<file path="config.mk">
export PLATFORM = sky130hd
export DESIGN_NAME = alu_core
export DESIGN_NICKNAME = d
export VERILOG_FILES = /design/src/rtl/alu_pkg.sv /design/src/rtl/alu_addsub.sv /design/src/rtl/alu_logic.sv /design/src/rtl/alu_flags.sv /design/src/rtl/alu_core.sv
export SDC_FILE = /design/constraint.sdc
export NUM_CORES = 1
export LEC_CHECK = 0
export CORE_AREA = 2 2 39 41
export DETAILED_ROUTE_END_ITERATION = 16
export DIE_AREA = 0 0 41 43
export PLACE_DENSITY = 0.6
export SETUP_SLACK_MARGIN = 0.2
export SLEW_MARGIN = 10
export SYNTH_ARGS = -nofsm -noshare
export SYNTH_HDL_FRONTEND = slang
export SYNTH_SLANG_ARGS = --single-unit
</file>
<file path="constraint.sdc">
create_clock -name vclk -period 2.7
set_input_delay 0.27 -clock vclk [all_inputs]
set_output_delay 0.27 -clock vclk [all_outputs]
set_load 0.005 [all_outputs]
</file>
<file path="src/rtl/alu_pkg.sv">
package alu_pkg;
   localparam int unsigned CODE_W = 3;
   localparam logic [CODE_W-1:0] OP_ADD = 3'd0;
   localparam logic [CODE_W-1:0] OP_SUB = 3'd1;
   localparam logic [CODE_W-1:0] OP_AND = 3'd2;
   localparam logic [CODE_W-1:0] OP_OR  = 3'd3;
   localparam logic [CODE_W-1:0] OP_XOR = 3'd4;
endpackage

</file>
<file path="src/rtl/alu_addsub.sv">
module alu_addsub #(
   parameter int unsigned W = 4
) (
   input  logic [W-1:0] x_i,
   input  logic [W-1:0] y_i,
   input  logic         sub_i,
   output logic [W-1:0] sum_o,
   output logic         c_top_in_o,
   output logic         c_out_o
);
   logic [W:0]   chain;
   logic [W-1:0] y_eff;

   assign y_eff    = y_i ^ {W{sub_i}};
   assign chain[0] = sub_i;

   for (genvar i = 0; i < W; i++) begin : g_stage
      assign sum_o[i]   = x_i[i] ^ y_eff[i] ^ chain[i];
      assign chain[i+1] = (x_i[i] & y_eff[i]) | (x_i[i] & chain[i]) | (y_eff[i] & chain[i]);
   end

   assign c_top_in_o = chain[W-1];
   assign c_out_o    = chain[W];
endmodule

</file>
<file path="src/rtl/alu_logic.sv">
module alu_logic #(
   parameter int unsigned W       = 4,
   parameter bit          EN_XOR  = 1'b0
) (
   input  logic [W-1:0] x_i,
   input  logic [W-1:0] y_i,
   output logic [W-1:0] and_o,
   output logic [W-1:0] or_o,
   output logic [W-1:0] xor_o
);
   assign and_o = x_i & y_i;
   assign or_o  = x_i | y_i;

   if (EN_XOR) begin : g_xor
      assign xor_o = x_i ^ y_i;
   end else begin : g_no_xor
      assign xor_o = '0;
   end
endmodule

</file>
<file path="src/rtl/alu_flags.sv">
module alu_flags #(
   parameter int unsigned W = 4
) (
   input  logic [W-1:0] res_i,
   input  logic         arith_i,
   input  logic         c_top_in_i,
   input  logic         c_out_i,
   output logic         zero_o,
   output logic         carry_o,
   output logic         neg_o,
   output logic         ovf_o
);
   assign zero_o  = ~(|res_i);
   assign neg_o   = res_i[W-1];
   assign carry_o = arith_i & c_out_i;
   assign ovf_o   = arith_i & (c_top_in_i ^ c_out_i);
endmodule

</file>
<file path="src/rtl/alu_core.sv">
module alu_core
   import alu_pkg::*;
#(
   parameter int unsigned W      = 4,
   parameter bit          EN_XOR = 1'b0
) (
   input  logic [W-1:0]                a_i,
   input  logic [W-1:0]                b_i,
   input  logic [(EN_XOR ? 3 : 2)-1:0] op_i,
   output logic [W-1:0]                res_o,
   output logic                        zero_o,
   output logic                        carry_o,
   output logic                        neg_o,
   output logic                        ovf_o
);
   localparam int unsigned SEL_W = EN_XOR ? 3 : 2;

   if (W < 2) begin : g_bad_width
      $error("alu_core: W must be at least 2");
   end
   if (SEL_W > CODE_W) begin : g_bad_sel
      $error("alu_core: select wider than code space");
   end

   logic [CODE_W-1:0] op_full;
   logic              is_sub, is_arith;
   logic [W-1:0]      sum_w, and_w, or_w, xor_w;
   logic              c_top_in, c_out;

   assign op_full  = CODE_W'(op_i);
   assign is_sub   = (op_full == OP_SUB);
   assign is_arith = (op_full == OP_ADD) || (op_full == OP_SUB);

   alu_addsub #(.W(W)) u_addsub (
      .x_i(a_i), .y_i(b_i), .sub_i(is_sub),
      .sum_o(sum_w), .c_top_in_o(c_top_in), .c_out_o(c_out)
   );

   alu_logic #(.W(W), .EN_XOR(EN_XOR)) u_logic (
      .x_i(a_i), .y_i(b_i), .and_o(and_w), .or_o(or_w), .xor_o(xor_w)
   );

   always_comb begin
      unique case (op_full)
         OP_ADD, OP_SUB: res_o = sum_w;
         OP_AND:         res_o = and_w;
         OP_OR:          res_o = or_w;
         OP_XOR:         res_o = xor_w;
         default:        res_o = '0;
      endcase
   end

   alu_flags #(.W(W)) u_flags (
      .res_i(res_o), .arith_i(is_arith), .c_top_in_i(c_top_in), .c_out_i(c_out),
      .zero_o(zero_o), .carry_o(carry_o), .neg_o(neg_o), .ovf_o(ovf_o)
   );

   logic [W:0] ref_wide;
   assign ref_wide = {1'b0, a_i} + {1'b0, b_i};

   always_comb begin
      a_r3_add_carry: assert (!(op_full == OP_ADD) || (carry_o == ref_wide[W]))
         else $error("R3 add carry mismatch");
      a_r4_overflow_signs: assert (!(op_full == OP_ADD && ovf_o)
            || (a_i[W-1] == b_i[W-1] && res_o[W-1] != a_i[W-1]))
         else $error("R4 overflow without sign conflict");
      a_r10_self_sub: assert (!(is_sub && a_i == b_i)
            || (zero_o && carry_o && !neg_o && !ovf_o))
         else $error("R10 equal subtract flags");
      a_r7_logic_cv: assert (is_arith || (!carry_o && !ovf_o))
         else $error("R7 carry/overflow on logic op");
      a_r5_zero_result: assert (zero_o == (res_o == '0))
         else $error("R5 zero flag mismatch");
   end
endmodule

</file>
# Yosys cells after proc, flatten, opt, wreduce, memory -nomap -nowiden
# Cells that the tools add are included.
# classes
n_eq_ne	3
mux	1
n_bitwise	35
reduce_logical	4
# op_table
op	n
AND 1 bit	14
one-hot mux 4 bit (3 select lines)	1
XOR 1 bit	9
bitwise OR 1 bit	8
AND 4 bit	1
equality test 2 bit, second input constant	2
bitwise OR 4 bit	1
OR reduction 4 bit	1
XOR 4 bit	1
zero test 3 bit	1
equality test 2 x 1 -> 1 bit, second input constant	1
OR reduction 2 bit	1
logical OR 1 bit	1
NOT 1 bit	1
# totals
ff_bits	0
in_bits	10
output_inout_bits	8
word_cells	43

# Longest topological paths before layout
# Gate-level depths: netlist (run 1).
# logic_depth
word_depth	16
mapped_depth	10

# Modules after synthesis
# From an unflattened synthesis (run 1), not the netlist that was laid out.
# hier_totals
hier_cells	49
area_unflattened_um2	364.1
# by_module_without_submodules
mod	instances	cells_per_inst	area_per_inst_um2	seq_area_each_um2
alu_addsub	1	15	137.6	0.0
alu_core	1	16	101.3	0.0
alu_logic	1	13	88.8	0.0
alu_flags	1	5	36.3	0.0

# Least setup slack after synthesis (run 1)
# No wires, ideal clock.
# synth_timing
kind	input to output
from	input port op_i[1] (netlist bit)
to	output port zero_o
arrival_ns	2.354
slack_ns	0.076
cell_stages	10
n_path_buf	1
path_cell_list	buf_6 nor2b_4 xnor2_1 fa_1 fa_1 inv_1 fa_1 inv_1 o22ai_1 nor4_2
# synth_via
elab_chain_cells	15
elab_cells_between_ends	32
classes_between	eq/ne (3); mux (1); bitwise (25); reduce/logical (3)
# synth_lines
item	line	source
start: declaration	alu_core.sv:9	input logic [(EN_XOR ? 3 : 2)-1:0] op_i,
equality test 2 x 1 -> 1 bit	alu_core.sv:31, alu_core.sv:44	
XOR 4 bit	alu_addsub.sv:14	assign y_eff = y_i ^ {W{sub_i}};
AND 1 bit	alu_addsub.sv:19	assign chain[i+1] = (x_i[i] & y_eff[i]) | (x_i[i] & chain[i]) | (y_eff[i] & chain[i]);
bitwise OR 1 bit (2 in series)	alu_addsub.sv:19	
AND 1 bit	alu_addsub.sv:19	
bitwise OR 1 bit (2 in series)	alu_addsub.sv:19	
AND 1 bit	alu_addsub.sv:19	
bitwise OR 1 bit (2 in series)	alu_addsub.sv:19	
XOR 1 bit	alu_addsub.sv:18	assign sum_o[i] = x_i[i] ^ y_eff[i] ^ chain[i];
one-hot mux 4 bit (3 select lines) *	alu_core.sv:44	unique case (op_full)
net neg_o	alu_core.sv:13	output logic neg_o,
OR reduction 4 bit *	alu_flags.sv:13	assign zero_o = ~(|res_i);
NOT 1 bit *	alu_flags.sv:13	
end: declaration	alu_core.sv:11	output logic zero_o,
# Mark *: on every way through the listed nets, which the timed path passes. The rest lies on a longest branch.

# Worst setup path after layout (run 1)
# layout_timing
from	input port op_i[0] (netlist bit)
to	output port zero_o
# layout_via
elab_chain_cells	15
elab_cells_between_ends	32
classes_between	eq/ne (3); mux (1); bitwise (25); reduce/logical (3)
# layout_lines
item	line
equality test 2 x 1 -> 1 bit	alu_core.sv:31, alu_core.sv:44
XOR 4 bit	alu_addsub.sv:14
AND 1 bit	alu_addsub.sv:19
bitwise OR 1 bit (2 in series)	alu_addsub.sv:19
AND 1 bit	alu_addsub.sv:19
bitwise OR 1 bit (2 in series)	alu_addsub.sv:19
AND 1 bit	alu_addsub.sv:19
bitwise OR 1 bit (2 in series)	alu_addsub.sv:19
XOR 1 bit	alu_addsub.sv:18
one-hot mux 4 bit (3 select lines) *	alu_core.sv:44
OR reduction 4 bit *	alu_flags.sv:13
NOT 1 bit *	alu_flags.sv:13
# Mark *: on every way between the ends. The rest lies on a longest branch, timed or not.

==> results of run 1 <==
## what timing repair did
| action | in CTS | in global routing |
|---|---|---|
| gates resized for setup | 43 | 6 |
| buffers inserted | 1 | 0 |
| hold buffers | 0 | 0 |
| pin swaps | 1 | 2 |
| endpoints found under the setup margin | 7 | 5 |
## power by group through the flow
stage / logic (W) / clock network [W] / registers (W)
2_1_floorplan: 0.0000586 / 0 / 0
3_3_place_gp: 0.000124 / 0 / 0
3_5_place_dp: 0.000126 / 0 / 0
4_1_cts: 0.000137 / 0 / 0
5_1_grt: 0.000153 / 0 / 0
6_report: 0.000137 / 0 / 0
## worst min-delay path by stage
stage               endpoint  slack, ns  cells after the start
floorplan           res_o[1]       0.69                      2
global placement    res_o[1]       1.63                      4
detailed placement  res_o[1]       1.63                      4
CTS                 res_o[3]       1.07                      4
global route        res_o[3]       1.05                      4
finish              res_o[3]       1.01                      4
## placed cells by master, fill, tap and decap left out, types with 2 or more instances in the layout
cell type	Yosys	layout
a31oi_1	3	2
buf_2	0	4
buf_4	1	9
buf_6	1	2
clkdlybuf4s50_1	0	6
dlygate4sd2_1	0	4
fa_2	0	3
ha_1	2	2
inv_1	6	3
inv_2	0	3
nand2_1	2	2
nand2b_1	2	2
nor2_1	2	2
o21ai_1	2	2
xor2_1	2	2
## metrics by stage
stage	power [W]	hold slack [ns]	util	TNS [ns]
after floorplan	0.0000586	0.689	-	0
after global placement	0.000124	1.63	0.394	-2.75
after detailed placement	0.000126	1.63	0.394	-2.76
after CTS	0.000137	1.07	0.414	0
after global routing	0.000153	1.05	0.418	-0.00188
final	0.000137	1.01	0.418	0
## cell usage after synthesis, types with 2 or more instances
master,count
nand2_1,2
xor2_1,2
xnor2_1,2
nor2_1,2
a31oi_1,3
ha_1,2
o21ai_1,2
inv_1,6
nand2b_1,2
fa_1,3
## cells by family (layout without fill, tap and decap cells)
| kind of cell | after synthesis | after routing | share of synthesized area |
|---|---|---|---|
| multiplexers | 1 | 1 | 0.0340 |
| AND/OR/NAND/NOR | 11 | 11 | 0.264 |
| adder cells (fa/ha/maj) | 5 | 5 | 0.289 |
| buffers and inverters | 8 | 34 | 0.140 |
| XOR/XNOR | 4 | 4 | 0.119 |
| AO/OA/AOI/OAI | 8 | 8 | 0.153 |
## metal layers
metal	global-route usage	share of wire	vias to the layer above
met5	0	0	-
met4	0	0	0
met3	0	0.067	0
met2	0.175	0.49	12
met1	0.135	0.45	137
li1	-	-	172
## layout make-up
cell class,count,area (sq um),share of cell area
well taps,16,20.0,0.0346
repair buffers,28,235,0.407
inverters,6,22.5,0.0390
multi-input cells,29,300,0.519
==> impl_metrics.yaml, run 1 <==
status:
  status: "finished, final reports clean"
critical_path:
  critPathCaptureType: "output pin"
  setup.worst_path.end: "zero_o"
  cp-start-kind: "input port"
  crit_start: "op_i[0]"
  slowest_delay_ns: 0.42
  critical-path-top-delay-family: "adder cells"
  worstPathArrival_ns: 2.32
  path_buf_inv: 4
  cp.depth: 11
  cp_max_fo: 3
  cp.required_ns: 2.43
  crit_path_cell_trace: "buf_6 -> nor2b_4 -> xnor2_2 -> fa_2 -> fa_2 -> inv_2 -> fa_2 -> inv_2 -> o22ai_4 -> nor4_2 -> buf_2"
  slowest_stage: "fa_2"
  critPathKind: "input port to output pin"
  crit_top_cell: "fa_2"
die:
  die-area_sq_um: 1760
  core_sq_um: 1380
  fp.dieW_um: 41
  start_util: 0.212
  ios: 18
  core.rowCount: 14
  die_height_um: 43
sta:
  clock.fmax_mhz: 385
  setup_slack_ns: 0.106
  post-route-min-period_ns: 2.59
  max_slew_margin: 0.805
  grt_setup_unrepaired: "true"
  fin_crit_sh: 0.961
  hold_violations: 0
  tightest_slew_ns: 0.291
  setup_viol: 0
  slew_violations: 0
global_routing:
  grt_overflow: 0
  grt_max_degree: 11
  grt_antenna_before_repair: 0
  first_global_vias: 321
  grt_pass1_wl_um: 1260
  grt_usage: 0.0984
pwr:
  p_int_w: 0.0000805
  power.density_nw_per_um2: 237
  swShare: 0.413
  max-vdd-ir-drop_mv: 0.0888
  p_seq_frac: 0
  p_switching_w: 0.0000566
  clkPwrFrac: 0
  comb_power_share: 1.000
  total_leakage_power_nw: 0.270
final_layout:
  final_area_sq_um: 578
  drive_gt1_frac: 0.476
  seq_cell_count: 0
  n_clock_buffer: 0
  fillers: 156
  fin_cells: 79
  layout.area.seq_sq_um: 0
  area_growth_pct: 96.6
  antenna_cells: 0
  fin_nets: 80
synth:
  synth_top_area_frac: 0.204
  syn-num-nets: 52
  syn-cell-area_sq_um: 294
  ys_warn_count: 0
  synth.avg_cell_area_sq_um: 7.95
  synthTopCellsByArea: "fa_1 (20%), ha_1 (8.5%), inv_1 (7.7%), a31oi_1 (6.4%), xnor2_1 (6.0%)"
  ys_seq_area_frac: 0
  yosysTopAreaCell: "fa_1"
  synthDistinctLibCells: 21
  synthCells: 37
detailed_routing:
  vias_per_cell: 4.06
  drt_iter0_drc: 0
  vias: 321
  avgRoutedWirePerCell_um: 9.20
  first_pass_iters: 1
  ant_nets: 0
  drc: 0
  routed_wl_um: 727
placement:
  dp_slack_ns: -0.688
  placed_cell_area_sq_um: 546
  place_inst: 78
  port-buffer-count: 18
  dp_hpwl_um: 573
  globalplace.congestion: 0.701
flow_run:
  maxCapViolations: 0
worst_hold_path:
  min-delay-start: "op_i[1]"
  hold_class: "input port to output pin"
(Power assumes the default switching activity.)
==> run 2: changes to the inputs <==
--- a/config.mk
+++ b/config.mk
@@ -5,9 +5,10 @@
 export SDC_FILE = /design/constraint.sdc
 export NUM_CORES = 1
 export LEC_CHECK = 0
-export CORE_AREA = 2 2 39 41
+export CAP_MARGIN = 25
+export CORE_AREA = 5 5 42 44
 export DETAILED_ROUTE_END_ITERATION = 16
-export DIE_AREA = 0 0 41 43
+export DIE_AREA = 0 0 47 49
 export PLACE_DENSITY = 0.6
 export SETUP_SLACK_MARGIN = 0.2
 export SLEW_MARGIN = 10
==> run 2 against run 1 <==
  * First-iteration DRC count is the same
  * Critical path depth shrank 1
  * Count of clock-buffer cells in the layout is the same
  * Critical path type unchanged
  * Highest routed layer unchanged
==> impl_metrics.yaml, run 2 (synthesized netlist as in run 1, its figures left out) <==
detailed_routing:
  drc: 0
  vias_per_cell: 4.19
  drt_iter0_drc: 0
  first_pass_iters: 1
  vias: 335
  ant_nets: 0
  avgRoutedWirePerCell_um: 10.3
  routed_wl_um: 825
sta:
  fin_crit_sh: 0.947
  max_slew_margin: 0.794
  clock.fmax_mhz: 391
  hold_violations: 0
  post-route-min-period_ns: 2.56
  tightest_slew_ns: 0.308
  final.setup.tns_ns: 0
  slew_violations: 0
  setup_viol: 0
  whs_ns: 1.09
  grt_setup_unrepaired: "true"
final_layout:
  utilization: 0.424
  fin_nets: 81
  final_common_cell: "buf_4"
  layout.area.seq_sq_um: 0
  seq_cell_count: 0
  antenna_cells: 0
  area_growth_pct: 102
  drive_gt1_frac: 0.438
  n_clock_buffer: 0
  final_cell_mix: "buf_4 (11), clkdlybuf4s50_1 (7), dlygate4sd2_1 (5)"
critical_path:
  cp_max_fo: 3
  worstPathArrival_ns: 2.29
  cp.required_ns: 2.43
  slowest_stage: "fa_2"
  crit_start: "op_i[0]"
  critPathKind: "input port to output pin"
  setup.worst_path.end: "zero_o"
  slowest_delay_ns: 0.56
  crit_path_cell_trace: "buf_6 -> nor2b_4 -> xnor2_2 -> fa_2 -> fa_2 -> and2b_4 -> a31oi_4 -> buf_4 -> nor4_2 -> buf_2"
  critPathCaptureType: "output pin"
  cp-start-kind: "input port"
  crit_top_cell: "fa_2"
global_routing:
  grt_overflow: 0
  grt_antenna_before_repair: 0
  first_global_vias: 340
  grt_max_degree: 11
  grt_pass1_wl_um: 1370
  grt_usage: 0.0746
worst_hold_path:
  hold_class: "input port to output pin"
pwr:
  total_leakage_power_nw: 0.281
  max-vdd-ir-drop_mv: 0.0689
  power.density_nw_per_um2: 227
placement:
  dp_hpwl_um: 677
  port-buffer-count: 18
  globalplace.congestion: 0.708
die:
  core.rowCount: 14
  core_sq_um: 1400
  ios: 18
  fp.dieW_um: 47
  die-area_sq_um: 2300
  start_util: 0.210
  die_height_um: 49
cts:
  cts_hold_buf: 0
flow_run:
  maxCapViolations: 0
status:
  status: "finished, final reports clean"
run 2: metrics by stage:
step / worst slack (ns) / instances / instance area [sq um] / power [W]
6_report: 0.143 / 80 / 594 / 0.000135
5_1_grt: 0.0303 / 80 / 594 / 0.000149
4_1_cts: -0.0283 / 80 / 586 / 0.000135
3_5_place_dp: -0.722 / 78 / 546 / 0.000127
3_3_place_gp: -0.672 / 78 / 546 / 0.000126
2_1_floorplan: 0.234 / 37 / 297 / 0.0000586
run 2: area by class of cell:
class / count / area (sq um)
fill: 164 / 807
multi-input combinational: 29 / 298
timing repair buffer: 29 / 254
inverter: 6 / 22.5
tap: 16 / 20.0
run 2: what timing repair did:
| action | CTS | global route |
|---|---|---|
| gates resized for setup | 37 | 2 |
| pin swaps | 5 | 5 |
| endpoints found under the hold margin | 0 | 0 |
| setup endpoints to repair | 7 | 6 |
| setup buffers | 2 | 0 |
run 2: worst min-delay path by stage:
stage | from | end | cells past startpoint
final | op_i[0] | zero_o | 6
after global routing | op_i[1] | ovf_o | 4
after CTS | op_i[1] | ovf_o | 4
after detailed placement | a_i[1] | res_o[1] | 4
after global placement | a_i[1] | res_o[1] | 4
after floorplan | b_i[1] | res_o[1] | 2
run 2: per-layer routing:
| layer | global-route usage | routed length [um] |
|---|---|---|
| met5 | 0 | 0 |
| met1 | 0.103 | 343 |
| met3 | 0 | 68 |
| met2 | 0.133 | 413 |
| met4 | 0 | 0 |
run 2: worst max-delay path, delay by kind of cell:
kind / cells / cell delay [ns]
compound gates: 1 / 0.04
xor+xnor: 1 / 0.13
fa+ha+maj: 2 / 0.93
buf+inv: 3 / 0.39
simple gates: 3 / 0.53
run 2: power by group:
part           internal, W  total [W]  switching [W]
registers                0          0              0
clock network            0          0              0
logic            0.0000805   0.000135      0.0000542
total            0.0000805   0.000135      0.0000542
